[config.mk]
export PLATFORM = sky130hd
export DESIGN_NAME = pec_counter
export DESIGN_NICKNAME = d
export VERILOG_FILES = /design/src/rtl/pec_pkg.sv /design/src/rtl/pec_sum.sv /design/src/rtl/pec_qualify.sv /design/src/rtl/pec_accum.sv /design/src/rtl/pec_counter.sv
export SDC_FILE = /design/constraint.sdc
export NUM_CORES = 1
export LEC_CHECK = 0
export ABC_AREA = 1
export BUFFER_PORTS_ARGS = -buffer_cell sky130_fd_sc_hd__buf_4
export CORE_ASPECT_RATIO = 0.7
export CORE_MARGIN = 8
export CORE_UTILIZATION = 35
export DETAILED_ROUTE_END_ITERATION = 10
export PLACE_DENSITY_LB_ADDON = 0.25
export SYNTH_ARGS = -nofsm -noshare
export SYNTH_HDL_FRONTEND = slang
export SYNTH_SLANG_ARGS = --single-unit
[constraint.sdc]
create_clock -name clk -period 10.25 [get_ports clk]
set_input_delay 0.5125 -clock clk [delete_from_list [all_inputs] [get_ports clk]]
set_output_delay 0.5125 -clock clk [all_outputs]
set_load 0.01 [all_outputs]
[src/rtl/pec_pkg.sv]
package pec_pkg;

  localparam int EVSEL_W = 8;
  localparam int UMASK_W = 8;
  localparam int THR_W   = 8;
  localparam int CFG_W   = EVSEL_W + UMASK_W + THR_W + 6;
  localparam int CMP_W   = 16;

  typedef struct packed {
    logic               irq_en;
    logic               en;
    logic               usr;
    logic               os;
    logic               edge_m;
    logic               inv;
    logic [THR_W-1:0]   thr;
    logic [UMASK_W-1:0] umask;
    logic [EVSEL_W-1:0] evsel;
  } pec_cfg_t;

  // Privilege filter: an all-clear pair of enables means both levels count.
  function automatic logic priv_pass(input logic os, input logic usr,
                                     input logic [1:0] lvl);
    logic none;
    none = ~(os | usr);
    if (lvl == 2'd0) return os | none;
    return usr | none;
  endfunction

  // Per-cycle threshold test; with a zero threshold any activity qualifies.
  function automatic logic thr_cond(input logic [CMP_W-1:0] total,
                                    input logic [THR_W-1:0] thr,
                                    input logic inv);
    logic [CMP_W-1:0] thr_x;
    thr_x = {{(CMP_W-THR_W){1'b0}}, thr};
    if (thr == '0) return total != '0;
    if (inv) return total < thr_x;
    return total >= thr_x;
  endfunction

endpackage

[src/rtl/pec_sum.sv]
module pec_sum #(
  parameter int NUM_SUB = 8,
  parameter int SUB_W   = 3,
  parameter int SUM_W   = SUB_W + $clog2(NUM_SUB)
) (
  input  logic                     clk,
  input  logic                     rst_n,
  input  logic [NUM_SUB*SUB_W-1:0] sub_evt,
  input  logic [NUM_SUB-1:0]       mask,
  output logic [SUM_W-1:0]         total
);

  logic [SUM_W-1:0] lane [NUM_SUB];

  for (genvar i = 0; i < NUM_SUB; i++) begin : g_lane
    assign lane[i] = mask[i] ? {{(SUM_W-SUB_W){1'b0}}, sub_evt[i*SUB_W +: SUB_W]} : '0;
  end

  always_comb begin
    total = '0;
    for (int i = 0; i < NUM_SUB; i++) total = total + lane[i];
  end

  assert_nomask_zero_R3: assert property (@(posedge clk) disable iff (!rst_n)
    (mask == '0) |-> (total == '0));

endmodule

[src/rtl/pec_qualify.sv]
module pec_qualify
  import pec_pkg::*;
#(
  parameter int SUM_W = 6
) (
  input  logic             clk,
  input  logic             rst_n,
  input  logic [SUM_W-1:0] total,
  input  logic [1:0]       priv_lvl,
  input  logic             cfg_we,
  input  logic             en,
  input  logic             os,
  input  logic             usr,
  input  logic             edge_m,
  input  logic             inv,
  input  logic [THR_W-1:0] thr,
  output logic [SUM_W-1:0] inc
);

  logic [CMP_W-1:0] total_x;
  logic             gate_ok;
  logic             cond_raw;
  logic             qual;
  logic             hist_q;
  logic             rise;

  assign total_x  = {{(CMP_W-SUM_W){1'b0}}, total};
  assign gate_ok  = en & priv_pass(os, usr, priv_lvl);
  assign cond_raw = thr_cond(total_x, thr, inv);
  assign qual     = gate_ok & cond_raw;
  assign rise     = qual & ~hist_q;

  always_ff @(posedge clk or negedge rst_n) begin
    if (!rst_n) hist_q <= 1'b0;
    else        hist_q <= (en && !cfg_we) ? qual : 1'b0;
  end

  always_comb begin
    if (!gate_ok)         inc = '0;
    else if (edge_m)      inc = {{(SUM_W-1){1'b0}}, rise};
    else if (thr == '0)   inc = total;
    else                  inc = {{(SUM_W-1){1'b0}}, cond_raw};
  end

  assert_edge_unit_R6: assert property (@(posedge clk) disable iff (!rst_n)
    edge_m |-> (inc <= SUM_W'(1)));
  assert_edge_hold_R6: assert property (@(posedge clk) disable iff (!rst_n)
    (edge_m && en && !cfg_we && qual) |=> (!edge_m || (inc == '0)));
  assert_thr_unit_R4: assert property (@(posedge clk) disable iff (!rst_n)
    (thr != '0) |-> (inc <= SUM_W'(1)));
  assert_disabled_R9: assert property (@(posedge clk) disable iff (!rst_n)
    !en |-> (inc == '0));
  assert_priv_block_R7: assert property (@(posedge clk) disable iff (!rst_n)
    ((priv_lvl == 2'd0) && !os && usr) |-> (inc == '0));

endmodule

[src/rtl/pec_accum.sv]
module pec_accum #(
  parameter int CNT_W = 48,
  parameter int SUM_W = 6
) (
  input  logic             clk,
  input  logic             rst_n,
  input  logic [SUM_W-1:0] inc,
  input  logic             irq_en,
  input  logic             cnt_we,
  input  logic [CNT_W-1:0] cnt_wdata,
  output logic [CNT_W-1:0] count,
  output logic             ovf_flag,
  output logic             irq
);

  logic [CNT_W:0] sum_x;
  logic           wrap;

  assign sum_x = {1'b0, count} + {{(CNT_W+1-SUM_W){1'b0}}, inc};
  assign wrap  = sum_x[CNT_W];

  always_ff @(posedge clk or negedge rst_n) begin
    if (!rst_n) begin
      count    <= '0;
      ovf_flag <= 1'b0;
      irq      <= 1'b0;
    end else if (cnt_we) begin
      count    <= cnt_wdata;
      ovf_flag <= 1'b0;
      irq      <= 1'b0;
    end else begin
      count    <= sum_x[CNT_W-1:0];
      ovf_flag <= ovf_flag | wrap;
      irq      <= wrap & irq_en;
    end
  end

  assert_write_wins_R12: assert property (@(posedge clk) disable iff (!rst_n)
    cnt_we |=> (count == $past(cnt_wdata)));
  assert_ovf_sticky_R10: assert property (@(posedge clk) disable iff (!rst_n)
    (ovf_flag && !cnt_we) |=> ovf_flag);
  assert_irq_needs_ovf_R11: assert property (@(posedge clk) disable iff (!rst_n)
    irq |-> ovf_flag);
  assert_no_count_drift_R9: assert property (@(posedge clk) disable iff (!rst_n)
    (!cnt_we && (inc == '0)) |=> $stable(count));

endmodule

[src/rtl/pec_counter.sv]
module pec_counter
  import pec_pkg::*;
#(
  parameter int NUM_SUB = 8,
  parameter int SUB_W   = 3,
  parameter int CNT_W   = 48
) (
  input  logic                     clk,
  input  logic                     rst_n,
  input  logic                     cfg_we,
  input  logic [CFG_W-1:0]         cfg_wdata,
  input  logic                     cnt_we,
  input  logic [CNT_W-1:0]         cnt_wdata,
  input  logic [NUM_SUB*SUB_W-1:0] sub_evt,
  input  logic [1:0]               priv_lvl,
  output logic [CFG_W-1:0]         cfg_rdata,
  output logic [CNT_W-1:0]         count,
  output logic                     ovf_flag,
  output logic                     irq
);

  localparam int SUM_W = SUB_W + $clog2(NUM_SUB);

  pec_cfg_t         cfg_q;
  logic [SUM_W-1:0] total;
  logic [SUM_W-1:0] inc;

  always_ff @(posedge clk or negedge rst_n) begin
    if (!rst_n)      cfg_q <= '0;
    else if (cfg_we) cfg_q <= pec_cfg_t'(cfg_wdata);
  end

  assign cfg_rdata = cfg_q;

  pec_sum #(.NUM_SUB(NUM_SUB), .SUB_W(SUB_W), .SUM_W(SUM_W)) u_sum (
    .clk     (clk),
    .rst_n   (rst_n),
    .sub_evt (sub_evt),
    .mask    (cfg_q.umask[NUM_SUB-1:0]),
    .total   (total)
  );

  pec_qualify #(.SUM_W(SUM_W)) u_qual (
    .clk      (clk),
    .rst_n    (rst_n),
    .total    (total),
    .priv_lvl (priv_lvl),
    .cfg_we   (cfg_we),
    .en       (cfg_q.en),
    .os       (cfg_q.os),
    .usr      (cfg_q.usr),
    .edge_m   (cfg_q.edge_m),
    .inv      (cfg_q.inv),
    .thr      (cfg_q.thr),
    .inc      (inc)
  );

  pec_accum #(.CNT_W(CNT_W), .SUM_W(SUM_W)) u_acc (
    .clk       (clk),
    .rst_n     (rst_n),
    .inc       (inc),
    .irq_en    (cfg_q.irq_en),
    .cnt_we    (cnt_we),
    .cnt_wdata (cnt_wdata),
    .count     (count),
    .ovf_flag  (ovf_flag),
    .irq       (irq)
  );

  assert_cfg_hold_R2: assert property (@(posedge clk) disable iff (!rst_n)
    !cfg_we |=> $stable(cfg_rdata));
  assert_cfg_load_R2: assert property (@(posedge clk) disable iff (!rst_n)
    cfg_we |=> (cfg_rdata == $past(cfg_wdata)));

endmodule

## Word level (Yosys, flattened, before mapping)

Index checks and enable logic that the tools add are counted.

| storage, ports and cells | value |
|---|---|
| output and inout port bits | 80 |
| word-level logic and storage cells | 63 |
| bits in registers | 81 |

| operators by class | value |
|---|---|
| add/subtract/negate cells | 8 |
| multiplexer cells | 25 |
| reduce and logical (&&, ||, !) cells | 5 |
| bitwise operators | 10 |
| $lt $le $gt $ge | 2 |

Operator list:

| operator | count |
|---|---|
| $add 48x6->49 | 1 |
| $mux 48 | 1 |
| $add 6x6->6 | 7 |
| $mux 3 | 8 |
| $mux 6 | 3 |
| $reduce_bool 16->1 | 1 |
| $mux 1 | 13 |
| $ge 6x8->1 | 1 |
| $logic_not 8->1 | 1 |
| $lt 6x8->1 | 1 |
| $and 1x1->1 | 4 |
| $or 1x1->1 | 4 |
| $logic_not 2->1 | 1 |
| $not 1->1 | 2 |
| $logic_and 1x1->1 | 1 |
| $logic_not 1->1 | 1 |

## Longest topological paths before layout

Gate-level depths: netlist of the first run.

| depth | value |
|---|---|
| depth after elaboration | 20 |
| depth in mapped cells | 35 |
| mapped depth without buffers | 35 |

## Modules after synthesis

Synthesis of the first run repeated with hierarchy kept, for this count alone.

| second synthesis, totals | value |
|---|---|
| cells, all modules | 908 |
| area total of the unflattened synthesis | 6039.5 µm² |

By module, submodules not included:

| module | cells an instance | times used | area each (µm²) |
|---|---|---|---|
| pec_accum | 610 | 1 | 3804.9 |
| pec_counter | 127 | 1 | 1122.3 |
| pec_sum | 90 | 1 | 674.4 |
| pec_qualify | 81 | 1 | 437.9 |

## Worst setup path before layout of the first run

Ideal clock, no wire load.

| path | value |
|---|---|
| kind | input to register |
| start point | input sub_evt[23] |
| end point | register u_acc.count[46] |
| stages | 31 |
| setup time | 0.116 ns |
| buffers on the path | 0 |
| setup slack | 4.377 ns |
| data arrival time | 5.757 ns |
| path through | nand2_1 fa_1 inv_1 fa_1 fa_1 inv_1 fa_1 inv_1 ha_1 fa_1 xor2_1 ha_1 nand2_1 nor3_1 nand2_1 nand3_1 nand3b_1 nand3_1 nand2_1 ha_1 fa_1 nand3_1 nand3_2 nand2_1 nand2_2 nand2_1 nor2_1 nand2_1 nand2_1 nand2_1 nand2_1 |

| on the way | value |
|---|---|
| word-level cells in the longest chain between the ends | 13 |

RTL lines:

| element | RTL line | text |
|---|---|---|
| from (decl) | pec_counter.sv:14 | `input logic [NUM_SUB*SUB_W-1:0] sub_evt,` |
| $mux 3 * | pec_sum.sv:16 | `assign lane[i] = mask[i] ? {{(SUM_W-SUB_W){1'b0}}, sub_evt[i*SUB_W +: SUB_W]} : '0;` |
| $add 6x6->6 * | pec_sum.sv:21 | `for (int i = 0; i < NUM_SUB; i++) total = total + lane[i];` |
| parallel branches: the longest is 7 deep, another holds $lt 6x8->1 | -- |  |
| $mux 6 * | pec_qualify.sv:40 | `else if (edge_m) inc = {{(SUM_W-1){1'b0}}, rise};` |
| $mux 6 * | pec_qualify.sv:39 | `if (!gate_ok) inc = '0;` |
| $add 48x6->49 * | pec_accum.sv:19 | `assign sum_x = {1'b0, count} + {{(CNT_W+1-SUM_W){1'b0}}, inc};` |
| $mux 48 * | pec_accum.sv:27 | `end else if (cnt_we) begin` |
| to (signal assigned) | pec_accum.sv:28 | `count <= cnt_wdata;` |
| to (signal assigned) | pec_accum.sv:32 | `count <= sum_x[CNT_W-1:0];` |
| to (decl) | pec_accum.sv:11 | `output logic [CNT_W-1:0] count,` |

Mark *: on every way between the ends. The select of a mux whose other input is x is not followed.
A chain may end at the register's enable or synchronous reset.

## Worst setup path after layout of the first run

| path | value |
|---|---|
| start point | register cfg_q (netlist bit cfg_rdata[15]) |
| end point | register u_acc.count[46] |

| on the way | value |
|---|---|
| word-level cells in the longest chain between the ends | 13 |

RTL lines:

| element | RTL line | text |
|---|---|---|
| from (decl) | pec_counter.sv:24 | `pec_cfg_t cfg_q;` |
| from (signal assigned) | pec_counter.sv:30 | `else if (cfg_we) cfg_q <= pec_cfg_t'(cfg_wdata);` |
| $mux 3 * | pec_sum.sv:16 |  |
| $add 6x6->6 * | pec_sum.sv:21 |  |
| parallel branches: the longest is 7 deep, another holds $lt 6x8->1 | -- |  |
| $mux 6 * | pec_qualify.sv:40 |  |
| $mux 6 * | pec_qualify.sv:39 |  |
| $add 48x6->49 * | pec_accum.sv:19 |  |
| $mux 48 * | pec_accum.sv:27 |  |

Marks and branches as above.

==> flow_metrics.py, run 1 <==
metrics = {
    "placed_design": {
        "detailed_place.area_sq_um": 7560,
        "port_buffers": 187,
        "hpwlAfterDp_mm": 16.6,
        "globalplace.congestion": 1.00,
    },
    "die": {
        "fp.dieH_um": 125,
        "ios": 188,
        "die-area_sq_um": 21600,
        "die_width_um": 172,
        "floorplan.initialDensity_pct": 35.3,
        "design.core.area_sq_um": 16900,
        "num_rows": 40,
    },
    "routing": {
        "drtPass1Iterations": 5,
        "drt_iter0_markers": 415,
        "met2_wirelength_mm": 8.03,
        "antenna_left": 0,
        "route.final.wire_length_mm": 20.5,
        "met3RoutedLength_mm": 1.83,
        "drc": 0,
        "num_vias": 6026,
        "routed.top_layer": "met4",
        "route.detailed.vias_per_inst": 4.67,
        "route.detailed.wl_per_inst_um": 15.9,
        "met1Wirelength_mm": 10.5,
    },
    "worst_setup_path": {
        "critPathMaxFanout": 6,
        "crit_top_cell": "sky130_fd_sc_hd__nand2_1",
        "kind_of_capture_point_of_the_worst_setup_path": "flip-flop",
        "timing.critical_path.slowest_cell_delay_ps": 540,
        "required_arrival_time_at_the_worst_endpoint_ps": 10490,
        "worst_setup_slack_for_register_to_register_paths_ps": 3920,
        "reg2reg_depth": 31,
        "worst_path_max_delay_cell": "sky130_fd_sc_hd__fa_1",
        "cp.arrival_ps": 6570,
        "critPathKind": "flip-flop to flip-flop",
        "timing.critical_path.from_type": "flip-flop",
    },
    "sta": {
        "fin_skew_ps": 9.88,
        "report.final.setup_viol": 0,
        "grt_setup_unrepaired": "false",
        "timing_worst_slew_pin_value_ps": 1110,
        "fmaxAchievable_ghz": 0.158,
        "final.setup.tns_ps": 0,
        "final-hold-violation-count": 0,
        "min_period_ps": 6330,
        "post-route-period-util_pct": 61.7,
        "timing.max_slew.rel_slack_pct": 26.0,
        "finalMaxSlewViolations": 0,
    },
    "cts": {
        "ctsResizeCount": 0,
        "clk-insertion-delay-late_ps": 350,
        "cts_tree": "done",
        "post_cts_repair_setup_buffers": 0,
        "cts_hold_repair.buffers": 0,
        "number_of_buffers_on_the_longest_clock_path": 2,
        "cts.reportedPaths.clkPinSlew_ps": 70,
        "total_clock_buffers_created_by_cts": 9,
        "clock_sink_count": 81,
        "cts_root_buf": "sky130_fd_sc_hd__clkbuf_16",
        "ctsHtreeMaxLevel": 3,
    },
    "logic_synthesis": {
        "synth_seq_cells": 81,
        "synth_area_sq_um": 5970,
        "synthCells": 876,
        "syn-num-nets": 1020,
        "post_synth.cell_area_avg_sq_um": 6.82,
        "synth.lib_cells_used.distinct": 34,
        "synth-warning-count": 0,
        "synth_sequential_area_ratio_pct": 33.9,
    },
    "run_status": {
        "outcome": "finished, final reports clean",
    },
    "pwr": {
        "ir_worst_vdd_mv": 0.0672,
        "powerDensity_nw_per_um2": 133,
        "leakage_uw": 0.00425,
        "total_power_uw": 1050,
    },
    "grt": {
        "global_route.usage.total_pct": 19.5,
        "antenna_found_initial": 0,
        "grt_pass1_wl_mm": 32.8,
        "grt_start_max_net_pins": 82,
        "grt-ovfl-total": 0,
        "first_global_vias": 5911,
    },
    "layout": {
        "antenna_cells_inserted": 0,
        "areaGrowthSynthToFinish_pct": 31.3,
        "drive_gt1_share_pct": 24.6,
        "final_common_cell": "sky130_fd_sc_hd__nand2_1",
        "num-nets-final": 1197,
        "final_cell_mix": "383 x sky130_fd_sc_hd__nand2_1, 188 x sky130_fd_sc_hd__buf_4, 99 x sky130_fd_sc_hd__inv_1",
        "final_area_sq_um": 7840,
    },
    "job": {
        "count_of_maximum_capacitance_violations": 0,
    },
    "hold_path": {
        "hold_class": "primary input to asynchronous set/reset pin",
    },
}
## flip-flops by register name (all words and copies together) (netlist names)
signal / flops
u_qual.hist_q: 1
u_acc.count: 48
cfg_rdata: 30
u_acc.irq: 1
u_acc.ovf_flag: 1
## Yosys cell counts
cell type                  number  area share (%)
sky130_fd_sc_hd__nand2_1      383              24
sky130_fd_sc_hd__inv_1         99             6.2
sky130_fd_sc_hd__dfrtp_1       81              34
sky130_fd_sc_hd__nor2_1        71             4.5
sky130_fd_sc_hd__nand3_1       41             3.4
sky130_fd_sc_hd__nand2_2       20             2.1
sky130_fd_sc_hd__o21ai_0       19             1.6
sky130_fd_sc_hd__fa_1          18             6.0
sky130_fd_sc_hd__ha_1          18             3.8
sky130_fd_sc_hd__nor2_2        17             1.8
sky130_fd_sc_hd__xnor2_1       15             2.2
sky130_fd_sc_hd__nand4_1       11             1.2
sky130_fd_sc_hd__clkbuf_1      10            0.63
sky130_fd_sc_hd__a21oi_1        9            0.75
sky130_fd_sc_hd__nand3b_1       8             1.0
sky130_fd_sc_hd__buf_4          7            0.88
sky130_fd_sc_hd__nor3_1         6            0.50
sky130_fd_sc_hd__xor2_1         6            0.88
sky130_fd_sc_hd__nand3_2        5            0.84
sky130_fd_sc_hd__nor2_4         5            0.94
sky130_fd_sc_hd__buf_2          4            0.34
sky130_fd_sc_hd__o21ai_1        4            0.34
sky130_fd_sc_hd__inv_2          3            0.19
sky130_fd_sc_hd__or2_2          3            0.31
sky130_fd_sc_hd__a31oi_1        2            0.21
sky130_fd_sc_hd__nand2_4        2            0.38
sky130_fd_sc_hd__o21bai_1       2            0.25
sky130_fd_sc_hd__a21o_1         1            0.13
sky130_fd_sc_hd__a21oi_2        1            0.15
sky130_fd_sc_hd__a41oi_1        1            0.15
sky130_fd_sc_hd__buf_1          1           0.063
sky130_fd_sc_hd__clkinv_1       1           0.063
sky130_fd_sc_hd__nor3_2         1            0.17
sky130_fd_sc_hd__or2_1          1            0.10
## power by group
| group | total (uW) | switching [uW] | internal, uW |
|---|---|---|---|
| sequential | 387 | 39.1 | 348 |
| clock | 315 | 143 | 172 |
| combinational | 343 | 190 | 153 |
| total | 1050 | 372 | 673 |
## worst max-delay path: cells and delay by family (launching register included)
kind          cells  cell delay, ps
fa+ha+maj         9            3730
flops             1             450
buf+inv           3             150
xor+xnor          1             190
simple gates     18            1690
## cells by family (layout without fill, tap and decap cells)
group	Yosys count	after routing	share of synthesized area [%]
DFF	81	81	33.9
adders and majority gates	36	36	9.80
buffers and inverters	125	307	8.38
xor gates and xnor gates	21	21	3.08
AOI/OAI and AO/OA	39	39	3.56
and+or+nand+nor	574	574	41.2
## stage by stage
step | instances | worst slack [ps] | utilization [%] | hold WS (ps)
2_1_floorplan | 876 | 4380 | - | 217
3_3_place_gp | 1273 | 3960 | 44.7 | 458
3_5_place_dp | 1273 | 3810 | 44.7 | 464
4_1_cts | 1289 | 3920 | 46.4 | 340
5_1_grt | 1289 | 3400 | 46.4 | 350
6_report | 1289 | 3920 | 46.4 | 330
## worst paths after layout
| kind | startpoint | to |
|---|---|---|
| min in group clk | cnt_wdata[40] | u_acc.count[40] |
| worst max register to register | cfg_rdata[15] | u_acc.count[46] |
| max in group asynchronous | rst_n | u_acc.count[37] |
| worst max-delay path | cfg_rdata[15] | u_acc.count[46] |
| worst min register to register | cfg_rdata[3] | cfg_rdata[3] |
| worst min-delay path | rst_n | cfg_rdata[5] |
## final cells by class
class / instances / area, sq um
fillers: 1826 / 9070
multi-input cells: 670 / 3450
flip-flops and latches: 81 / 2030
repair buffers: 188 / 1410
inverters: 103 / 387
well taps: 231 / 289
clock buffers: 11 / 243
clock inverters: 5 / 38.8
## layer usage
layer,up-vias,GRT usage (%)
li1,3036,-
met1,2774,29.9
met2,204,25.7
met3,12,6.00
met4,0,4.40
met5,-,0
(Power assumes the default switching activity.)
==> inputs of run 2 (changes only) <==
clock period = 6.6 ns   (was 10.25 ns; I/O delays follow)
==> run 2 against run 1 <==
Net effect: critical path type unchanged; largest cell class unchanged; wire length about the same; first-iteration DRC count up 1.4%; via count down 0.37%; global-route usage about the same; non-clock buffer count up 2.
==> flow_metrics.py, run 2 (synthesis gave the netlist of run 1 again) <==
metrics = {
    "run_status": {
        "outcome": "finished, final reports clean",
    },
    "placed_design": {
        "port_buffers": 187,
        "dp_cells": 1274,
        "globalplace.congestion": 0.985,
        "hpwlAfterDp_mm": 16.8,
        "dp_worst_setup_slack_ps": 312,
    },
    "layout": {
        "antenna_cells_inserted": 0,
        "final_cell_mix": "383 x sky130_fd_sc_hd__nand2_1, 189 x sky130_fd_sc_hd__buf_4, 99 x sky130_fd_sc_hd__inv_1",
        "largest_register_ff_count": 48,
        "postLayoutCoreUtil_pct": 46.9,
        "final_common_cell": "sky130_fd_sc_hd__nand2_1",
        "footprint_of_the_multi_input_gates_sq_um": 3450,
        "drive_gt1_share_pct": 24.8,
        "num-nets-final": 1199,
        "filler_cell_count": 1791,
        "layout.cells.non_filler": 1289,
        "areaGrowthSynthToFinish_pct": 32.9,
        "top_register": "u_acc.count",
        "seq_area_sq_um": 2030,
    },
    "pwr": {
        "leakage_uw": 0.00430,
        "ir_worst_vdd_mv": 0.106,
        "powerDensity_nw_per_um2": 221,
    },
    "worst_setup_path": {
        "worst_path_max_delay_cell": "sky130_fd_sc_hd__fa_1",
        "critPathKind": "flip-flop to flip-flop",
        "required_arrival_time_at_the_worst_endpoint_ps": 6840,
        "timing.critical_path.slowest_cell_delay_ps": 550,
        "cp.arrival_ps": 6430,
        "crit_top_cell": "sky130_fd_sc_hd__nand2_1",
        "timing.critical_path.from_type": "flip-flop",
        "critPathMaxFanout": 6,
        "kind_of_capture_point_of_the_worst_setup_path": "flip-flop",
    },
    "routing": {
        "antenna_left": 0,
        "drtPass1Iterations": 5,
        "route.final.wire_length_mm": 20.6,
        "met1Wirelength_mm": 10.6,
        "met3RoutedLength_mm": 1.75,
        "num_vias": 6004,
        "met2_wirelength_mm": 8.00,
        "route.detailed.wl_per_inst_um": 15.9,
        "drt_iter0_markers": 421,
        "drc": 0,
        "route.detailed.vias_per_inst": 4.66,
        "routed.top_layer": "met4",
    },
    "sta": {
        "min_period_ps": 6190,
        "timing_worst_slew_pin_value_ps": 690,
        "finalMaxSlewViolations": 0,
        "report.final.setup_viol": 0,
        "fmaxAchievable_ghz": 0.161,
        "timing.max_slew.rel_slack_pct": 54.0,
        "grt_setup_unrepaired": "false",
        "fin_skew_ps": 13.0,
        "final_critical_path_setup_slack_ps": 406,
        "final-hold-violation-count": 0,
        "final.setup.tns_ps": 0,
        "post-route-period-util_pct": 93.9,
        "worst_hold_slack_ps": 174,
    },
    "die": {
        "ios": 188,
        "die-area_sq_um": 21600,
        "num_rows": 40,
        "design.core.area_sq_um": 16900,
        "floorplan.initialDensity_pct": 35.3,
        "fp.dieH_um": 125,
        "die_width_um": 172,
    },
    "cts": {
        "total_clock_buffers_created_by_cts": 9,
        "cts_root_buf": "sky130_fd_sc_hd__clkbuf_16",
        "cts.reportedPaths.clkPinSlew_ps": 70,
        "number_of_buffers_on_the_longest_clock_path": 2,
        "clock_sink_count": 81,
        "clk-insertion-delay-late_ps": 350,
        "cts_tree": "done",
        "ctsHtreeMaxLevel": 3,
        "post_cts_repair_setup_buffers": 0,
    },
    "hold_path": {
        "hold_class": "primary input to flip-flop",
    },
    "grt": {
        "grt-ovfl-total": 0,
        "grt_pass1_wl_mm": 32.8,
        "grt_start_max_net_pins": 56,
        "global_route.usage.total_pct": 19.5,
        "first_global_vias": 5844,
        "antenna_found_initial": 0,
    },
    "job": {
        "count_of_maximum_capacitance_violations": 0,
    },
}
==> run 2: cell count changes in the layout (fill, tap and decap cells not counted), sizes merged <==
cell,previous run,this run
buf,188,189
bufinv,0,4
clkbuf,11,9
clkinvlp,4,0
dlygate4sd3,0,1
==> run 2: power breakdown <==
| part | leakage (uW) | internal [uW] | switching, uW |
|---|---|---|---|
| Sequential | 0.000988 | 540 | 60.3 |
| Combinational | 0.00314 | 238 | 297 |
| Clock | 0.000172 | 406 | 217 |
| Total | 0.00430 | 1180 | 574 |
==> run 2: metal layers <==
layer | vias to the layer above | global-route usage [%]
met5 | - | 0
met3 | 20 | 5.41
met1 | 2735 | 30.3
li1 | 3037 | -
met2 | 212 | 25.8
met4 | 0 | 3.84
==> run 2: worst paths after layout <==
kind,slack (ps),cells after the start,end,from
setup / recovery,410,31,u_acc.count[46],cfg_rdata[15]
hold / removal,170,3,u_acc.count[40],cnt_wdata[40]
setup reg to reg,410,31,u_acc.count[46],cfg_rdata[15]
hold reg to reg,480,2,cfg_rdata[5],cfg_rdata[5]
max in group asynchronous,5140,3,u_acc.count[37],rst_n
min in group asynchronous,500,2,cfg_rdata[0],rst_n
==> run 2: stage by stage <==
stage / cell area [sq um] / total power (uW)
after floorplan: 5970 / 920
after global placement: 7570 / 1140
after detailed placement: 7570 / 1140
after CTS: 7930 / 1780
after global routing: 7940 / 1870
final: 7940 / 1760
==> run 2: timing repair <==
action	4_1_cts	5_1_grt
resized for setup	0	2
hold buffers	1	0
setup endpoints to repair	0	16
endpoints found under the hold margin	11	0
==> run 2: cell type report <==
class | instances | area share (%)
Multi-Input combinational cell | 670 | 43.5
Sequential cell | 81 | 25.5
Timing Repair Buffer | 190 | 18.0
Inverter | 103 | 4.87
Clock inverter | 5 | 1.62
Clock buffer | 9 | 2.84
Tap cell | 231 | 3.64
==> run 2: critical path, delay by kind of cell (launching register included) <==
kind | cells | cell delay [ps]
simple gates | 18 | 1680
fa+ha+maj | 9 | 3640
buf+inv | 3 | 150
xor+xnor | 1 | 190
flops | 1 | 410
